**config.mk**
```make
export PLATFORM = sky130hd
export DESIGN_NAME = eu_coissue_arb
export DESIGN_NICKNAME = d
export VERILOG_FILES = /design/src/rtl/eu_arb_pkg.sv /design/src/rtl/eu_req_mask.sv /design/src/rtl/eu_rr_pick.sv /design/src/rtl/eu_coissue_arb.sv
export SDC_FILE = /design/constraint.sdc
export NUM_CORES = 1
export LEC_CHECK = 0
export BUFFER_PORTS_ARGS = -buffer_cell sky130_fd_sc_hd__buf_2
export CELL_PAD_IN_SITES_DETAIL_PLACEMENT = 0
export CELL_PAD_IN_SITES_GLOBAL_PLACEMENT = 2
export CORE_AREA = 2 2 126 128
export DETAILED_ROUTE_END_ITERATION = 10
export DIE_AREA = 0 0 128 130
export GPL_TIMING_DRIVEN = 0
export PLACE_DENSITY = 0.95
export SKIP_LAST_GASP = 1
export SLEW_MARGIN = 15
export SYNTH_ARGS = -nofsm -noshare
export SYNTH_HDL_FRONTEND = slang
export SYNTH_SLANG_ARGS = --single-unit
```
**constraint.sdc**
```tcl
create_clock -name clk -period 8.2 [get_ports clk]
set_input_delay 0.41 -clock clk [delete_from_list [all_inputs] [get_ports clk]]
set_output_delay 0.41 -clock clk [all_outputs]
set_load 0.05 [all_outputs]
```
**src/rtl/eu_arb_pkg.sv**
```systemverilog
package eu_arb_pkg;
  typedef enum logic [1:0] {
    CLS_FPU  = 2'd0,
    CLS_BR   = 2'd1,
    CLS_SEND = 2'd2,
    CLS_NONE = 2'd3
  } fu_class_e;

  localparam int NUM_UNITS = 4;  // fpu0, fpu1, branch, send
  localparam int NUM_CLS   = 3;  // fpu, branch, send
  localparam int U_FPU0    = 0;
  localparam int U_FPU1    = 1;
  localparam int U_BR      = 2;
  localparam int U_SEND    = 3;
endpackage

```
**src/rtl/eu_req_mask.sv**
```systemverilog
module eu_req_mask
  import eu_arb_pkg::*;
#(
  parameter int NUM_THR = 7
) (
  input  logic [NUM_THR-1:0]                 thr_ready,
  input  logic [NUM_THR-1:0][1:0]            thr_class,
  input  logic [NUM_UNITS-1:0]               unit_busy,
  output logic [NUM_CLS-1:0][NUM_THR-1:0]    cls_req
);
  logic fpu_open;
  assign fpu_open = !(unit_busy[U_FPU0] && unit_busy[U_FPU1]);

  for (genvar t = 0; t < NUM_THR; t++) begin : g_thr
    assign cls_req[0][t] = thr_ready[t] && (thr_class[t] == CLS_FPU)  && fpu_open;
    assign cls_req[1][t] = thr_ready[t] && (thr_class[t] == CLS_BR)   && !unit_busy[U_BR];
    assign cls_req[2][t] = thr_ready[t] && (thr_class[t] == CLS_SEND) && !unit_busy[U_SEND];
  end
endmodule

```
**src/rtl/eu_rr_pick.sv**
```systemverilog
module eu_rr_pick #(
  parameter int NUM_THR = 7,
  localparam int TW = (NUM_THR > 1) ? $clog2(NUM_THR) : 1
) (
  input  logic [NUM_THR-1:0] req,
  input  logic [TW-1:0]      ptr,
  output logic               vld,
  output logic [TW-1:0]      id
);
  always_comb begin
    vld = 1'b0;
    id  = '0;
    for (int i = NUM_THR - 1; i >= 0; i--) begin
      int idx;
      idx = int'(ptr) + i;
      if (idx >= NUM_THR) idx = idx - NUM_THR;
      if (req[idx]) begin
        vld = 1'b1;
        id  = TW'(idx);
      end
    end
  end
endmodule

```
**src/rtl/eu_coissue_arb.sv**
```systemverilog
module eu_coissue_arb
  import eu_arb_pkg::*;
#(
  parameter int NUM_THR = 7,
  localparam int TW = (NUM_THR > 1) ? $clog2(NUM_THR) : 1
) (
  input  logic                      clk,
  input  logic                      rst,
  input  logic [NUM_THR-1:0]        thr_ready,
  input  logic [2*NUM_THR-1:0]      thr_class,
  input  logic [NUM_UNITS-1:0]      unit_busy,
  output logic [NUM_UNITS-1:0]      gnt_valid,
  output logic [NUM_UNITS*TW-1:0]   gnt_tid
);
  logic [NUM_THR-1:0][1:0]         cls_vec;
  logic [NUM_CLS-1:0][NUM_THR-1:0] cls_req;
  logic [NUM_CLS-1:0][TW-1:0]      ptr_q, ptr_d;
  logic [NUM_CLS-1:0]              pick_vld;
  logic [NUM_CLS-1:0][TW-1:0]      pick_id;
  logic [NUM_THR-1:0]              fpu_req2;
  logic                            f2_vld;
  logic [TW-1:0]                   f2_id;
  logic [NUM_UNITS-1:0]            gv_d, gv_q;
  logic [NUM_UNITS-1:0][TW-1:0]    gt_d, gt_q;

  assign cls_vec = thr_class;

  function automatic logic [TW-1:0] next_tid(input logic [TW-1:0] t);
    return (int'(t) == NUM_THR - 1) ? '0 : TW'(int'(t) + 1);
  endfunction

  eu_req_mask #(.NUM_THR(NUM_THR)) u_mask (
    .thr_ready (thr_ready),
    .thr_class (cls_vec),
    .unit_busy (unit_busy),
    .cls_req   (cls_req)
  );

  for (genvar c = 0; c < NUM_CLS; c++) begin : g_cls
    eu_rr_pick #(.NUM_THR(NUM_THR)) u_pick (
      .req (cls_req[c]),
      .ptr (ptr_q[c]),
      .vld (pick_vld[c]),
      .id  (pick_id[c])
    );
  end

  // second FPU candidate: same scan with the first winner removed
  assign fpu_req2 = cls_req[0] & ~(NUM_THR'(pick_vld[0]) << pick_id[0]);

  eu_rr_pick #(.NUM_THR(NUM_THR)) u_pick_fpu2 (
    .req (fpu_req2),
    .ptr (ptr_q[0]),
    .vld (f2_vld),
    .id  (f2_id)
  );

  always_comb begin
    gv_d  = '0;
    gt_d  = '0;
    ptr_d = ptr_q;
    if (pick_vld[0]) begin
      if (!unit_busy[U_FPU0] && !unit_busy[U_FPU1]) begin
        gv_d[U_FPU0] = 1'b1;
        gt_d[U_FPU0] = pick_id[0];
        if (f2_vld) begin
          gv_d[U_FPU1] = 1'b1;
          gt_d[U_FPU1] = f2_id;
          ptr_d[0]     = next_tid(f2_id);
        end else begin
          ptr_d[0] = next_tid(pick_id[0]);
        end
      end else if (!unit_busy[U_FPU0]) begin
        gv_d[U_FPU0] = 1'b1;
        gt_d[U_FPU0] = pick_id[0];
        ptr_d[0]     = next_tid(pick_id[0]);
      end else begin
        gv_d[U_FPU1] = 1'b1;
        gt_d[U_FPU1] = pick_id[0];
        ptr_d[0]     = next_tid(pick_id[0]);
      end
    end
    if (pick_vld[1]) begin
      gv_d[U_BR] = 1'b1;
      gt_d[U_BR] = pick_id[1];
      ptr_d[1]   = next_tid(pick_id[1]);
    end
    if (pick_vld[2]) begin
      gv_d[U_SEND] = 1'b1;
      gt_d[U_SEND] = pick_id[2];
      ptr_d[2]     = next_tid(pick_id[2]);
    end
  end

  always_ff @(posedge clk) begin
    if (rst) begin
      gv_q  <= '0;
      gt_q  <= '0;
      ptr_q <= '0;
    end else begin
      gv_q  <= gv_d;
      gt_q  <= gt_d;
      ptr_q <= ptr_d;
    end
  end

  assign gnt_valid = gv_q;
  assign gnt_tid   = gt_q;

  // ---------------- assertions ----------------
  logic [NUM_THR-1:0]       ready_p;
  logic [NUM_THR-1:0][1:0]  cls_p;
  logic [NUM_UNITS-1:0]     busy_p;

  always_ff @(posedge clk) begin
    ready_p <= thr_ready;
    cls_p   <= cls_vec;
    busy_p  <= unit_busy;
  end

  for (genvar u = 0; u < NUM_UNITS; u++) begin : g_chk
    localparam logic [1:0] UCLS = (u < 2) ? 2'd0 : 2'(u - 1);

    p_ready_r2: assert property (@(posedge clk) disable iff (rst)
      gnt_valid[u] |-> ready_p[gt_q[u]]);

    p_busy_r3: assert property (@(posedge clk) disable iff (rst)
      busy_p[u] |-> !gnt_valid[u]);

    p_class_r4: assert property (@(posedge clk) disable iff (rst)
      gnt_valid[u] |-> (cls_p[gt_q[u]] == UCLS));

    p_tid_zero_r8: assert property (@(posedge clk) disable iff (rst)
      !gnt_valid[u] |-> (gt_q[u] == '0));

    for (genvar v = u + 1; v < NUM_UNITS; v++) begin : g_pair
      p_distinct_r5: assert property (@(posedge clk) disable iff (rst)
        (gnt_valid[u] && gnt_valid[v]) |-> (gt_q[u] != gt_q[v]));
    end
  end

  p_fpu_fill_r6: assert property (@(posedge clk) disable iff (rst)
    (gnt_valid[U_FPU1] && !busy_p[U_FPU0]) |-> gnt_valid[U_FPU0]);

  p_idle_r8: assert property (@(posedge clk) disable iff (rst)
    (ready_p == '0) |-> (gnt_valid == '0));
endmodule

```
## Word-level counts from Yosys, hierarchy flattened

Cells that the tools add are included.

| operators by class | value |
|---|---|
| shifts and indexed selects | 1 |
| reduce and logical (&&, ||, !) cells | 59 |
| magnitude comparators | 42 |
| equal/unequal tests | 18 |
| add/subtract/negate cells | 43 |
| bitwise gates (word level) | 5 |
| multiplexer cells | 177 |

Operator list:

| operator | count |
|---|---|
| $lt 32x5->1 const B | 21 |
| $mux 32 | 21 |
| $ge 32x4->1 const B | 18 |
| $sub 32x4->32 const B | 18 |
| $mux 3 | 37 |
| $mux 1 | 89 |
| $bmux 1 s3 | 28 |
| $logic_and 1x1->1 | 44 |
| $add 3x3->4 const B | 9 |
| $add 3x2->4 const B | 6 |
| $eq 2x1->1 const B | 7 |
| $eq 2x2->1 const B | 7 |
| $logic_not 2->1 | 7 |
| $add 3x1->3 const B | 4 |
| $add 3x1->4 const B | 3 |
| $eq 3x2->1 const B | 4 |
| $sub 3x3->4 const B | 3 |
| $ge 3x3->1 const B | 3 |
| $and 7x7->7 | 1 |
| $not 7->7 | 1 |
| $shl 1x3->7 | 1 |
| $mux 6 | 1 |
| $reduce_or 2->1 | 3 |
| $logic_not 1->1 | 5 |
| other kinds (2) | 4 |

| storage, ports and cells | value |
|---|---|
| word-level logic and storage cells | 354 |
| input bits | 27 |
| register bits | 25 |

## Depth between registers and ports, before layout

| depth | value |
|---|---|
| depth in word-level cells | 30 |
| gate-level depth with buffers | 22 |
| gate-level depth less buffers | 19 |

## Hierarchy

From an unflattened synthesis, not the netlist that was laid out.

| unflattened totals | value |
|---|---|
| cell total of the unflattened synthesis | 873 |
| area total of the unflattened synthesis | 6814.0 um^2 |

Modules (own cells, without submodules):

| module | cells an instance | times used | sequential area each (um^2) | area an instance (um^2) |
|---|---|---|---|---|
| eu_rr_pick | 185 | 4 | 0.0 | 1351.3 |
| eu_coissue_arb | 109 | 1 | 500.5 | 1044.8 |
| eu_req_mask | 24 | 1 | 0.0 | 364.1 |

## Worst setup path before layout

Ideal clock, no wire load.

| path | value |
|---|---|
| kind | flip-flop to flip-flop |
| start | register ptr_q[1] (netlist bit) |
| end | register ptr_q[2] (netlist bit) |
| data required time | 8.081 ns |
| data arrival time | 4.819 ns |
| path buffers | 3 |
| slack | 3.262 ns |
| library setup time | 0.119 ns |
| stages on the path, launching flop included | 23 |
| clock period less this slack | 4.938 ns |
| cell sequence | dfxtp_1 buf_2 inv_1 ha_1 inv_1 fa_1 clkbuf_1 inv_1 mux2i_1 a31oi_1 a311oi_1 o221a_2 o211ai_2 a21o_1 buf_6 a2111oi_1 a2111oi_2 a221o_1 o211a_1 a31o_2 nor2_4 o21ai_1 o221a_1 |

| between the ends | value |
|---|---|
| word-level cells in the longest chain between the ends | 30 |
| elaborated cells between the ends (all ways) | 108 |

Ends and longest elaborated chain:

| element | line | text |
|---|---|---|
| start, declared | eu_coissue_arb.sv:17 | `logic [NUM_CLS-1:0][TW-1:0] ptr_q, ptr_d;` |
| start signal, assigned | eu_coissue_arb.sv:103 | `ptr_q <= ptr_d;` |
| $add 3x3->4 | eu_rr_pick.sv:15 | `idx = int'(ptr) + i;` |
| $sub 32x4->32 or $ge 32x4->1 (tied branches) | eu_rr_pick.sv:16 | `if (idx >= NUM_THR) idx = idx - NUM_THR;` |
| $mux 32 | eu_rr_pick.sv:16 |  |
| $bmux 1 s3 | eu_rr_pick.sv:17 | `if (req[idx]) begin` |
| $mux 1 (not written as such) (2 in a row) | eu_rr_pick.sv:17 |  |
| $mux 1 or $mux 3 (tied branches) (7 in a row) | eu_rr_pick.sv:17 |  |
| $shl 1x3->7 | eu_coissue_arb.sv:49 | `assign fpu_req2 = cls_req[0] & ~(NUM_THR'(pick_vld[0]) << pick_id[0]);` |
| $not 7->7 | eu_coissue_arb.sv:49 |  |
| $and 7x7->7 | eu_coissue_arb.sv:49 |  |
| $bmux 1 s3 | eu_rr_pick.sv:17 |  |
| $mux 1 (not written as such) (2 in a row) | eu_rr_pick.sv:17 |  |
| $mux 3 (7 in a row) | eu_rr_pick.sv:17 |  |
| $add 3x1->3 or $eq 3x2->1 (tied branches) | eu_coissue_arb.sv:29 | `return (int'(t) == NUM_THR - 1) ? '0 : TW'(int'(t) + 1);` |
| $mux 3 | eu_coissue_arb.sv:29 |  |
| $mux 3 | eu_coissue_arb.sv:66 | `if (f2_vld) begin` |
| $mux 3 | eu_coissue_arb.sv:63 | `if (!unit_busy[U_FPU0] && !unit_busy[U_FPU1]) begin` |

Several ways; a longest one is shown, not always the timed one. The select of a mux whose other input is x is not followed.
A chain may end at the register's enable or synchronous reset.

## Worst setup path after layout

Same ends and word-level chain as after synthesis.

==> flow_summary.json <==
{
  "required_ps": 8410,
  "path_clk_slew_ps": 70,
  "fin_nets": 867,
  "holdWs_ps": 415,
  "clock-root-buffer": "clkbuf_16",
  "wl_per_cell_um": 20.3,
  "drt-pass1-iter-count": 5,
  "drt_iter0_drc": 657,
  "yosys_most_used_dff": "dfxtp_1",
  "cts_resized": 0,
  "synth.largest_area_cell": "mux2i_1",
  "fin_area_um2": 6440,
  "drv_slew": 0,
  "ant_nets": 0,
  "area_growth_pct": 9.60,
  "place_hpwl_mm": 16.0,
  "std_cell_rows": 46,
  "grt_pass1_vias": 5873,
  "yosys.cell_types.count": 104,
  "pin_count": 43,
  "die_area_um2": 16600,
  "dp_cells": 991,
  "cp_slowest_cell": "o21ai_0",
  "cp_top_family": "compound AO/OA/AOI/OAI gates",
  "grt_pass1_wl_mm": 31.9,
  "grt_max_degree": 16,
  "cts.htree.levels": 1,
  "cp_num_buf_inv": 6,
  "synth_area_um2": 5880,
  "busiest_layer": "met2",
  "hold_path.class": "primary input to register",
  "place_area_um2": 6360,
  "cts_buffers": 3,
  "crit_path_cell_trace": "buf_2, inv_1, ha_1, inv_1, fa_1, clkbuf_1, inv_1, mux2i_1, a31oi_1, a311oi_1, o22ai_1, nor3_1, a21oi_2, buf_2, o21ai_0, mux2_2, a22oi_2, mux2_2, a311oi_1, o31ai_1, o21ai_1, o221a_1",
  "relSlewSlack_pct": 15.3,
  "syn_inst": 757,
  "clockBufferDepth": 2,
  "syn-num-nets": 820,
  "cts_sinks": 25,
  "outcome": "finished, final reports clean",
  "grt_setup_unrepaired": "false",
  "final_common_cell": "nor2_1",
  "groute.usage.overall_pct": 24.0,
  "slowest_delay_ps": 640,
  "fin_cells": 995,
  "grtUsageMet3_pct": 2.58,
  "post-synth-top-area-fraction_pct": 8.68,
  "ys_seq_elements": 25,
  "via_count": 6226,
  "cpMostUsedCell": "inv_1",
  "most-common-layout-cells": "70 x nor2_1, 67 x nand2_1, 51 x mux2i_1, 50 x a21oi_1, 49 x buf_2",
  "setup_viol": 0,
  "antenna_found_initial": 0,
  "finalSetupTns_ps": 0,
  "fmax_mhz": 147,
  "diodes": 0,
  "core_um2": 15400,
  "globalRouteMet2Util_pct": 41.0,
  "cts_tree": "done",
  "initial_core_util_pct": 38.1,
  "grt_use_met1_pct": 31.2,
  "fill_cells": 1632,
  "crit_type": "register to register",
  "cts_setup_buffers": 0,
  "finClkSkew_ps": 7.61,
  "critical_path.max_fanout": 10,
  "port-buffer-count": 41,
  "hold_viol": 0,
  "end_kind": "register",
  "arrival_ps": 7010,
  "route.detailed.drc": 0,
  "gp_congestion": 0.950,
  "period_minus_slack_ps": 6800,
  "drv_cap": 0,
  "ys_seq_area_share_pct": 8.51,
  "die_y_um": 130,
  "async_reset_ff_share_pct": 0,
  "globalRouteOverflowTotal": 0,
  "drive_gt1_share_pct": 17.9,
  "worstMarginPinSlew_ps": 1270,
  "synthTopCellsByArea": "mux2i_1 8.7%, dfxtp_1 8.5%, ha_1 7.0%",
  "post-route-period-util_pct": 82.9,
  "finalWirelength_mm": 20.2,
  "synth_area_per_cell_um2": 7.77,
  "avgViaCountPerCell": 6.26,
  "die_w_um": 128,
  "worstSkewPairLatency_ps": 260,
  "yosys_warnings": 0,
  "synth_edf_count": 0,
  "ctsHoldBuffers": 0,
  "crit_path_start_kind": "register"
}
-- cell type report --
type	count	area, µm²	area share [%]
plain buffers	29	189	2.93
clock buffers	3	75.1	1.16
multi-input cells	672	5100	79.2
repair buffers	42	210	3.26
clock inverters	1	7.51	0.116
inverters	31	119	1.84
flip-flops and latches	25	500	7.77
well taps	192	240	3.73
-- path summary, 6_finish.rpt --
check	start	endpoint	slack [ps]	cells past startpoint
hold / removal	unit_busy[0]	gnt_valid[1]	410	3
setup / recovery	ptr_q[1]	ptr_q[2]	1400	22
hold reg to reg	ptr_q[5]	ptr_q[5]	570	2
setup reg to reg	ptr_q[1]	ptr_q[2]	1400	22
-- synthesized netlist by cell type (4+ instances only) --
master	n
a211oi_1	10
mux2_2	14
a31o_2	5
a221oi_1	6
nor3b_1	8
nor2_1	70
nand2b_1	19
a311oi_1	4
dfxtp_1	25
mux4_2	14
o21ai_1	5
o21a_1	5
xor2_1	6
mux2i_1	51
xnor2_1	21
nor2b_1	5
buf_6	6
a21o_1	8
a21oi_1	50
a31oi_1	21
clkbuf_1	10
inv_1	29
o21ai_0	35
nand2_1	67
o31a_1	4
buf_4	4
o22ai_1	8
and2_1	11
a21boi_0	4
nor4_1	5
buf_2	7
nand3_1	24
nor3_1	34
nand4_1	8
o31ai_1	4
ha_1	33
nor4bb_1	8
o211ai_1	5
-- metrics by stage --
step	utilization (%)	worst slack [ps]
after CTS	41.7	1730
after global placement	41.0	1730
after global routing	41.8	1100
after detailed placement	41.2	1760
final	41.8	1400
after floorplan	-	3260
-- metal layers --
| layer | up-vias | share of wire, % |
|---|---|---|
| met5 | - | 0 |
| met4 | 0 | 3.9 |
| met3 | 47 | 6.4 |
| met2 | 273 | 46 |
| met1 | 2915 | 44 |
| li1 | 2991 | - |
-- registers in the layout, indices dropped and copies added, names as in the netlist --
signal / flops
gnt_tid: 12
gnt_valid: 4
ptr_q: 9
-- logic make-up (layout without fill, tap and decap cells) --
kind of cell	Yosys count	count (layout)	synth area share [%]
simple gates	287	287	25.6
flops	25	25	8.51
compound gates	233	233	28.6
buf+inv	60	106	5.23
mux	82	82	17.6
xor+xnor	34	34	6.34
fa+ha+maj	36	36	8.04
-- worst min-delay path: stages --
cell and delay (ps):
buf_6 120, inv_1 50, a21oi_1 50
Power is not shown: default switching activity piles up to over one toggle a cycle in this logic, so the estimate is an artifact.
